==> config.mk <==
export PLATFORM = sky130hd
export DESIGN_NAME = tlb_inval_ctrl
export DESIGN_NICKNAME = d
export VERILOG_FILES = /design/src/rtl/tlb_inval_ctrl.sv
export SDC_FILE = /design/constraint.sdc
export NUM_CORES = 1
export LEC_CHECK = 0
export BUFFER_PORTS_ARGS = -buffer_cell sky130_fd_sc_hd__buf_2
export CAP_MARGIN = 20
export CORE_MARGIN = 2
export CORE_UTILIZATION = 49
export DETAILED_ROUTE_END_ITERATION = 10
export GPL_ROUTABILITY_DRIVEN = 0
export HOLD_SLACK_MARGIN = 0.12
export PLACE_DENSITY = 0.85
export SLEW_MARGIN = 20
export SYNTH_ARGS = -nofsm -noshare
export SYNTH_HDL_FRONTEND = slang
export SYNTH_SLANG_ARGS = --single-unit
export TNS_END_PERCENT = 50
==> constraint.sdc <==
create_clock -name clk -period 3.69 [get_ports clk]
set_input_delay 0.1845 -clock clk [delete_from_list [all_inputs] [get_ports clk]]
set_output_delay 0.1845 -clock clk [all_outputs]
set_load 0.01 [all_outputs]
==> src/rtl/tlb_inval_ctrl.sv <==
module tlb_inval_ctrl #(
  parameter int NCLU = 4
) (
  input  logic             clk,
  input  logic             rst_n,
  input  logic             wr_en,
  input  logic [1:0]       wr_addr,
  input  logic [31:0]      wr_data,
  input  logic [1:0]       rd_addr,
  output logic [31:0]      rd_data,
  output logic             busy,
  output logic             hub_req_vld,
  output logic [NCLU-1:0]  clu_req_vld,
  output logic [39:0]      req_base,
  output logic             req_all_va,
  output logic             req_all_base,
  input  logic             hub_done,
  input  logic [NCLU-1:0]  clu_done,
  input  logic             remote_ack
);
  localparam int NT = NCLU + 1;

  logic [31:0]   base_lo;
  logic [7:0]    base_hi;
  logic          f_allva, f_allbase, f_hub;
  logic [1:0]    f_ack;
  logic          trig, issue, rem_seen;
  logic [NT-1:0] acked;

  logic          accept;
  logic [NT-1:0] tgt, got;
  logic          local_ok, rem_ok, need_local, need_remote, finish;

  assign accept      = wr_en && !trig;
  assign tgt         = {{NCLU{~f_hub}}, 1'b1};
  assign got         = acked | {clu_done, hub_done};
  assign local_ok    = &(got | ~tgt);
  assign rem_ok      = rem_seen | remote_ack;
  assign need_remote = (f_ack == 2'd1);
  assign need_local  = (f_ack == 2'd1) || (f_ack == 2'd2);
  assign finish      = trig && (!need_local || (local_ok && (!need_remote || rem_ok)));

  always_ff @(posedge clk) begin
    if (!rst_n) begin
      base_lo   <= '0;
      base_hi   <= '0;
      f_allva   <= 1'b0;
      f_allbase <= 1'b0;
      f_hub     <= 1'b0;
      f_ack     <= '0;
      trig      <= 1'b0;
      issue     <= 1'b0;
      rem_seen  <= 1'b0;
      acked     <= '0;
    end else begin
      issue <= 1'b0;
      if (accept) begin
        case (wr_addr)
          2'd0: base_lo <= wr_data;
          2'd1: base_hi <= wr_data[7:0];
          2'd2: begin
            f_allva   <= wr_data[0];
            f_allbase <= wr_data[1];
            f_hub     <= wr_data[2];
            f_ack     <= wr_data[8:7];
            if (wr_data[31]) begin
              trig     <= 1'b1;
              issue    <= 1'b1;
              acked    <= '0;
              rem_seen <= 1'b0;
            end
          end
          default: ;
        endcase
      end else if (trig) begin
        acked    <= got;
        rem_seen <= rem_ok;
        if (finish) trig <= 1'b0;
      end
    end
  end

  assign busy         = trig;
  assign hub_req_vld  = issue;
  assign clu_req_vld  = {NCLU{issue & ~f_hub}};
  assign req_base     = f_allbase ? 40'd0 : {base_hi, base_lo};
  assign req_all_va   = f_allva;
  assign req_all_base = f_allbase;

  always_comb begin
    case (rd_addr)
      2'd0:    rd_data = base_lo;
      2'd1:    rd_data = {24'd0, base_hi};
      2'd2:    rd_data = {trig, 22'd0, f_ack, 4'd0, f_hub, f_allbase, f_allva};
      default: rd_data = '0;
    endcase
  end
endmodule

# Yosys cells after proc, flatten, opt, wreduce, memory -nomap -nowiden
# Cells that the tools add are included.
# word_totals
reg_bits	53
in_bits	45
output_inout_bits	80
word_cells	59
# op_classes
eq_ne	8
n_mux	16
bitwise_logic	6
reduce_logical	19
# op_table
op	n
$pmux W32 S3	1
$mux W40	1
$mux W5	4
$mux W1	10
$or A5 B5 Y5	2
$reduce_and A2 Y1	4
$eq A2 B1 Y1 const B	3
$eq A2 B2 Y1 const B	3
$reduce_and A3 Y1	2
$not A5 Y5	1
$reduce_and A5 Y1	1
$logic_not A2 Y1	2
$logic_and A1 B1 Y1	3
$logic_not A1 Y1	3
$logic_or A1 B1 Y1	3
$ne A2 B1 Y1 const B	1
$ne A2 B2 Y1 const B	1
$reduce_bool A2 Y1	1
$and A1 B1 Y1	1
$not A1 Y1	1
$or A1 B1 Y1	1

# Depth between registers and ports, before layout
# Gate-level depths: netlist (run 1).
# logic_depth
ltp_word	10
ltp_mapped	5
mapped_depth_nobuf	5

# Worst setup path after synthesis (run 1)
# Ideal clock, no wire load.
# synth_timing
kind	flip-flop to flip-flop
start	register trig, in the netlist busy
end	register base_lo[27]
setup_time_ns	0.133
arrival_ns	1.245
t_required_ns	3.557
slack_ns	2.311
path_stages_with_launch	6
path_buffers	2
synth_period_minus_slack_ns	1.379
cell_sequence	dfxtp_1 -> or4b_1 -> buf_2 -> buf_6 -> nand2_1 -> a21oi_1
# synth_between
elab_chain_len	3
# synth_rtl
element	line	source
start: declaration	27	logic trig, issue, rem_seen;
start signal: assignment	51	trig <= 1'b0;
start signal: assignment	67	trig <= 1'b1;
start signal: assignment	78	if (finish) trig <= 1'b0;
$logic_not A1 Y1	34	assign accept = wr_en && !trig;
$logic_and A1 B1 Y1	34	
$reduce_and A2 Y1 (no source line)	n/a	
end signal: assignment	59	2'd0: base_lo <= wr_data;
end: declaration	23	logic [31:0] base_lo;
# No other way between the ends.
# A chain may end at the register's enable or synchronous reset.

# Worst setup path in the final report (run 1)
# layout_timing
start	register trig, in the netlist busy
end	register base_lo[16]
# The elaborated chain is that of the path after synthesis.

==> results of run 1 <==
==> layout by cell type, fill, tap and decap left out, types with 2 or more instances in the layout <==
| cell | n |
|---|---|
| clkbuf_8 | 6 |
| a21oi_1 | 45 |
| nor2b_1 | 43 |
| buf_4 | 4 |
| dfxtp_1 | 53 |
| nand2_1 | 79 |
| and2_1 | 22 |
| o21ai_0 | 4 |
| nor2_1 | 22 |
| inv_1 | 3 |
| o22ai_1 | 2 |
| dlygate4sd3_1 | 25 |
| mux2i_1 | 18 |
| buf_2 | 124 |
==> layout make-up <==
type,count,area (um2)
clock buffers,6,82.6
clock inverters,2,37.5
fillers,433,1550
inverters,3,11.3
multi-input cells,246,1350
flip-flops and latches,53,1060
well taps,70,87.6
repair buffers,153,901
==> through the flow <==
step	instances	power [mW]	worst slack, ns	hold WS [ns]	instance area, um2
after floorplan	329	0.698	2.31	0.320	2550
after global placement	500	0.755	1.75	0.425	3150
after detailed placement	500	0.759	1.73	0.430	3150
after CTS	533	1.18	1.71	0.123	3520
after global routing	533	1.22	1.54	0.134	3530
final	533	1.18	1.67	0.124	3530
==> state kept, by name, summed over array words and instances (netlist names) <==
name and flops:
base_lo 32, base_hi 8, acked 5, f_ack 2
busy 1, f_hub 1, hub_req_vld 1, rem_seen 1
req_all_base 1, req_all_va 1
==> per-layer routing <==
layer,up-vias,GRT usage
met5,-,0
met4,0,0.0818
met3,16,0.0498
met2,78,0.443
met1,1172,0.260
li1,1321,-
==> cell families (layout without fill, tap and decap cells) <==
logic type,after synthesis,in the layout,share of synthesized area
flops,53,53,0.416
mux,18,18,0.0707
fa+ha+maj,1,1,0.00491
compound gates,54,54,0.112
simple gates,173,173,0.334
buf+inv,30,164,0.0623
==> final timing paths <==
path,startpoint,slack [ns],end
setup / recovery,busy,1.67,base_lo[16]
hold / removal,clu_done[2],0.12,acked[3]
setup reg to reg,busy,1.67,base_lo[16]
hold reg to reg,base_lo[21],0.47,base_lo[21]
==> power by group through the flow <==
stage | registers [mW] | logic [mW] | clock network, mW
detailed placement | 0.617 | 0.142 | 0
global placement | 0.616 | 0.139 | 0
finish | 0.604 | 0.165 | 0.407
CTS | 0.604 | 0.164 | 0.417
floorplan | 0.611 | 0.0868 | 0
global route | 0.607 | 0.180 | 0.438
==> worst register-to-register path: stages, from the launching register on <==
cell and delay [ns]:
dfxtp_1 0.48, or4b_1 1.08, nand2_1 0.26, a21oi_1 0.09
==> impl_metrics.toml, run 1 <==
[run_status]
outcome = "finished, final reports clean"

[cells_and_area]
post-route-util = 0.695
nNetsFinal = 508
antennaDiodeCount = 0
drive_gt1_frac = 0.302
syn2layout_area_growth_pct = 38.4

[route]
top_layer = "met4"
wl_met3_um = 300
via_count = 2587
drt-total-wl_um = 6880
drc = 0
wl_met2_um = 3520
wl_per_cell_um = 12.9
postRouteAntennaNets = 0
viasPerCell = 4.85
routedLengthMet1_um = 2880
first_iter_violations = 92
drtPass1Iterations = 4

[power_and_ir_drop]
p_seq_frac = 0.513
switching_share = 0.244
cellInternalPower_mw = 0.889
p_comb_frac = 0.140
max-vdd-ir-drop_mv = 0.284
pwr-share-clk = 0.347
leakagePower_nw = 1.72
powerDensity_nw_per_um2 = 333
power_switching_mw = 0.287

[floorplan]
rows = 26
io_pins = 125
fp.dieArea_um2 = 5790
coreArea_um2 = 5070
die_h_um = 76.1
start_util = 0.502
die_x_um = 76.1

[sta]
post-route-period-util = 0.547
min_period_ns = 2.02
slew_headroom = 0.281
grt_setup_unrepaired = "no"
fin_skew_ns = 0.00841
achievable-frequency_ghz = 0.495
fin_setup_tns_ns = 0
tightest_slew_ns = 1.08
hold_viol = 0
setup_viol = 0
slew_viol_final = 0

[clock_tree]
cts_sinks = 53
cts_buffers = 5
ctsResizeCount = 0
clock_latency_ns = 0.31
cts_tree = "built"
cts_hold_buf = 25
root_buffer = "clkbuf_8"
cts_max_level = 2
clk_pin_slew_worst_paths_ns = 0.09
clk_path_buf_depth = 2
post_cts_buffers = 0

[synthesis]
synth_cells = 329
ys_types = 24
ys_seq_area_frac = 0.416
async_flop_share = 0
syn_avg_cell_area_um2 = 7.75
yosys_warnings = 0
synth_top_area_frac = 0.416
synth_edf_count = 0
yosys-top-cells-area = "dfxtp_1 42%, nand2_1 12%, nor2b_1 11%"
synth_top_cell_by_area = "dfxtp_1"
synth_ff_type = "dfxtp_1"
synth.most_common_cell = "nand2_1"
syn-cell-area_um2 = 2550
syn_nets = 375
synth_common_cells = "79 x nand2_1, 53 x dfxtp_1, 45 x a21oi_1"
synth-seq-cells = 53

[worst_setup_path]
crit_fanout = 32
reg2reg_depth = 3
end_kind = "register"
critPathKind = "register to register"
slowest_stage = "or4b_1"
crit_chain = "or4b_1 -> nand2_1 -> a21oi_1"
cp_top_family = "simple AND/OR/NAND/NOR gates"
cp.required_ns = 3.88
crit_cells = 3
startpoint_type = "register"
crit_buf_inv = 0
cp.arrival_ns = 2.21
max_stage_delay_ns = 1.07

[placement]
dpl.hpwl_um = 4500
portBuffers = 124

[grt]
grtUsageTotal = 0.235
grt_max_degree = 33
grt_pass1_wl_um = 11200
overflow = 0
grt_pass1_vias = 2445
antenna_found_initial = 0

[run]
max-cap-violations = 0

[min_path]
min_path_type = "input pin to register"
holdPathStages = 3
(Power assumes the default switching activity.)
==> run 2: changes to the inputs <==
Settings changed: CORE_UTILIZATION 49 to 46, PLACE_DENSITY 0.85 to 0.8.
Clock period 3.69 ns to 2.1 ns, I/O delays scaled along.
==> run 2 against run 1 <==
  * Non-clock buffer count is 17 higher
  * Register-to-register slack worse by 1.1 ns
  * Sequential cell count stayed put
  * Global-route usage is 0.46 points lower
  * Critical path depth stayed put
  * First-iteration DRC count is 13% higher
  * Worst setup slack worse by 1.2 ns
  * Sequential power is 75% higher
  * Worst hold slack better by 0.082 ns
  * Largest cell class unchanged
  * Largest power group unchanged
==> impl_metrics.toml, run 2 (synthesis results as in run 1) <==
[floorplan]
fp.dieArea_um2 = 6150
die_h_um = 78.4
io_pins = 125
start_util = 0.469
coreArea_um2 = 5440
rows = 27
die_x_um = 78.4

[cells_and_area]
largest_reg_flops = 32
final_cell_mix = "124 x buf_2, 79 x nand2_1, 53 x dfxtp_1"
drive_gt1_frac = 0.300
instances_no_fill = 552
antennaDiodeCount = 0
top_register = "base_lo"
layout_commonest_cell = "buf_2"
nNetsFinal = 525
syn2layout_area_growth_pct = 43.8
fillers = 457
final_cell_area_um2 = 3660
reg.largest.list = "base_lo (32), base_hi (8), acked (5)"

[clock_tree]
clock_latency_ns = 0.30
cts_tree = "built"
ctsResizeCount = 0
cts_hold_buf = 38
cts_sinks = 53
post_cts_buffers = 0
clk_pin_slew_worst_paths_ns = 0.10
cts_buffers = 5
root_buffer = "clkbuf_8"
cts_max_level = 2
clk_path_buf_depth = 2

[sta]
setup_viol = 0
achievable-frequency_ghz = 0.627
hold_viol = 0
tightest_slew_ns = 0.681
grt_setup_unrepaired = "no"
fin_setup_tns_ns = 0
fin_skew_ns = 0.00860
post-route-period-util = 0.759
slew_headroom = 0.545
fin_ws_ns = 0.506
slew_viol_final = 0
min_period_ns = 1.59

[placement]
placed_area_um2 = 3190
dpl.hpwl_um = 4640
dp.cells = 506
portBuffers = 124
dp_slack_ns = 0.377

[worst_setup_path]
startpoint_type = "register"
crit_fanout = 15
cp.required_ns = 2.00
max_stage_delay_ns = 0.64
cp.arrival_ns = 1.49
slowest_stage = "dfxtp_1"
rrSetupSlack_ns = 0.53
critPathKind = "register to primary output"
worstReg2RegStart = "busy"
crit_chain = "buf_4 -> nor2b_1 -> buf_2"
startpoint = "req_all_base"
end_kind = "primary output"

[power_and_ir_drop]
pwr-share-clk = 0.300
max-vdd-ir-drop_mv = 0.314
cellInternalPower_mw = 1.44
switching_share = 0.268
power_switching_mw = 0.526
powerDensity_nw_per_um2 = 536
p_seq_frac = 0.539
leakagePower_nw = 1.79
p_comb_frac = 0.161
finalPower_mw = 1.96

[grt]
grt_max_degree = 48
overflow = 0
grtUsageTotal = 0.230
antenna_found_initial = 0
grt_pass1_vias = 2528
grt_pass1_wl_um = 11500

[route]
postRouteAntennaNets = 0
wl_per_cell_um = 13.2
top_layer = "met4"
routedLengthMet1_um = 2990
wl_met2_um = 3900
drt-total-wl_um = 7290
wl_met3_um = 281
via_count = 2678
drc = 0
drtPass1Iterations = 6
first_iter_violations = 104
viasPerCell = 4.85

[min_path]
min_path_type = "input pin to register"
hp-start = "rst_n"

[run_status]
outcome = "finished, final reports clean"

[run]
max-cap-violations = 0
[run 2: layer usage]
metal / vias to the layer above / global-route usage
met3: 10 / 0.0333
met1: 1224 / 0.258
met5: - / 0
met2: 91 / 0.445
li1: 1353 / -
met4: 0 / 0.0702
[run 2: path summary, 6_finish.rpt]
check / to / depth (start not counted)
max: req_base[14] / 3
min: acked[0] / 3
max reg2reg: base_lo[16] / 5
min reg2reg: base_lo[30] / 2
[run 2: critical path: cells and delay by family (launching register included)]
family,cells,cell delay (ns)
buffers and inverters,2,0.46
AND/OR/NAND/NOR,1,0.08
flip-flops,1,0.64
[run 2: stage by stage]
step                utilization  hold WS, ns
finish                    0.674        0.206
global placement          0.586        0.344
global route              0.674        0.244
CTS                       0.673        0.209
floorplan                     -        0.241
detailed placement        0.586        0.352
[run 2: power by group through the flow]
stage / combinational, mW / clock (mW) / sequential, mW
final: 0.317 / 0.589 / 1.06
after global routing: 0.345 / 0.653 / 1.06
after CTS: 0.312 / 0.608 / 1.06
after detailed placement: 0.257 / 0 / 1.08
after global placement: 0.250 / 0 / 1.08
after floorplan: 0.152 / 0 / 1.07
[run 2: final cells by class]
type | count | area (um2) | share of cell area
Clock inverter | 3 | 26.3 | 0.00717
Multi-Input combinational cell | 246 | 1350 | 0.367
Tap cell | 72 | 90.1 | 0.0246
Inverter | 3 | 11.3 | 0.00307
Timing Repair Buffer | 170 | 1060 | 0.290
Sequential cell | 53 | 1060 | 0.290
Clock buffer | 5 | 68.8 | 0.0188
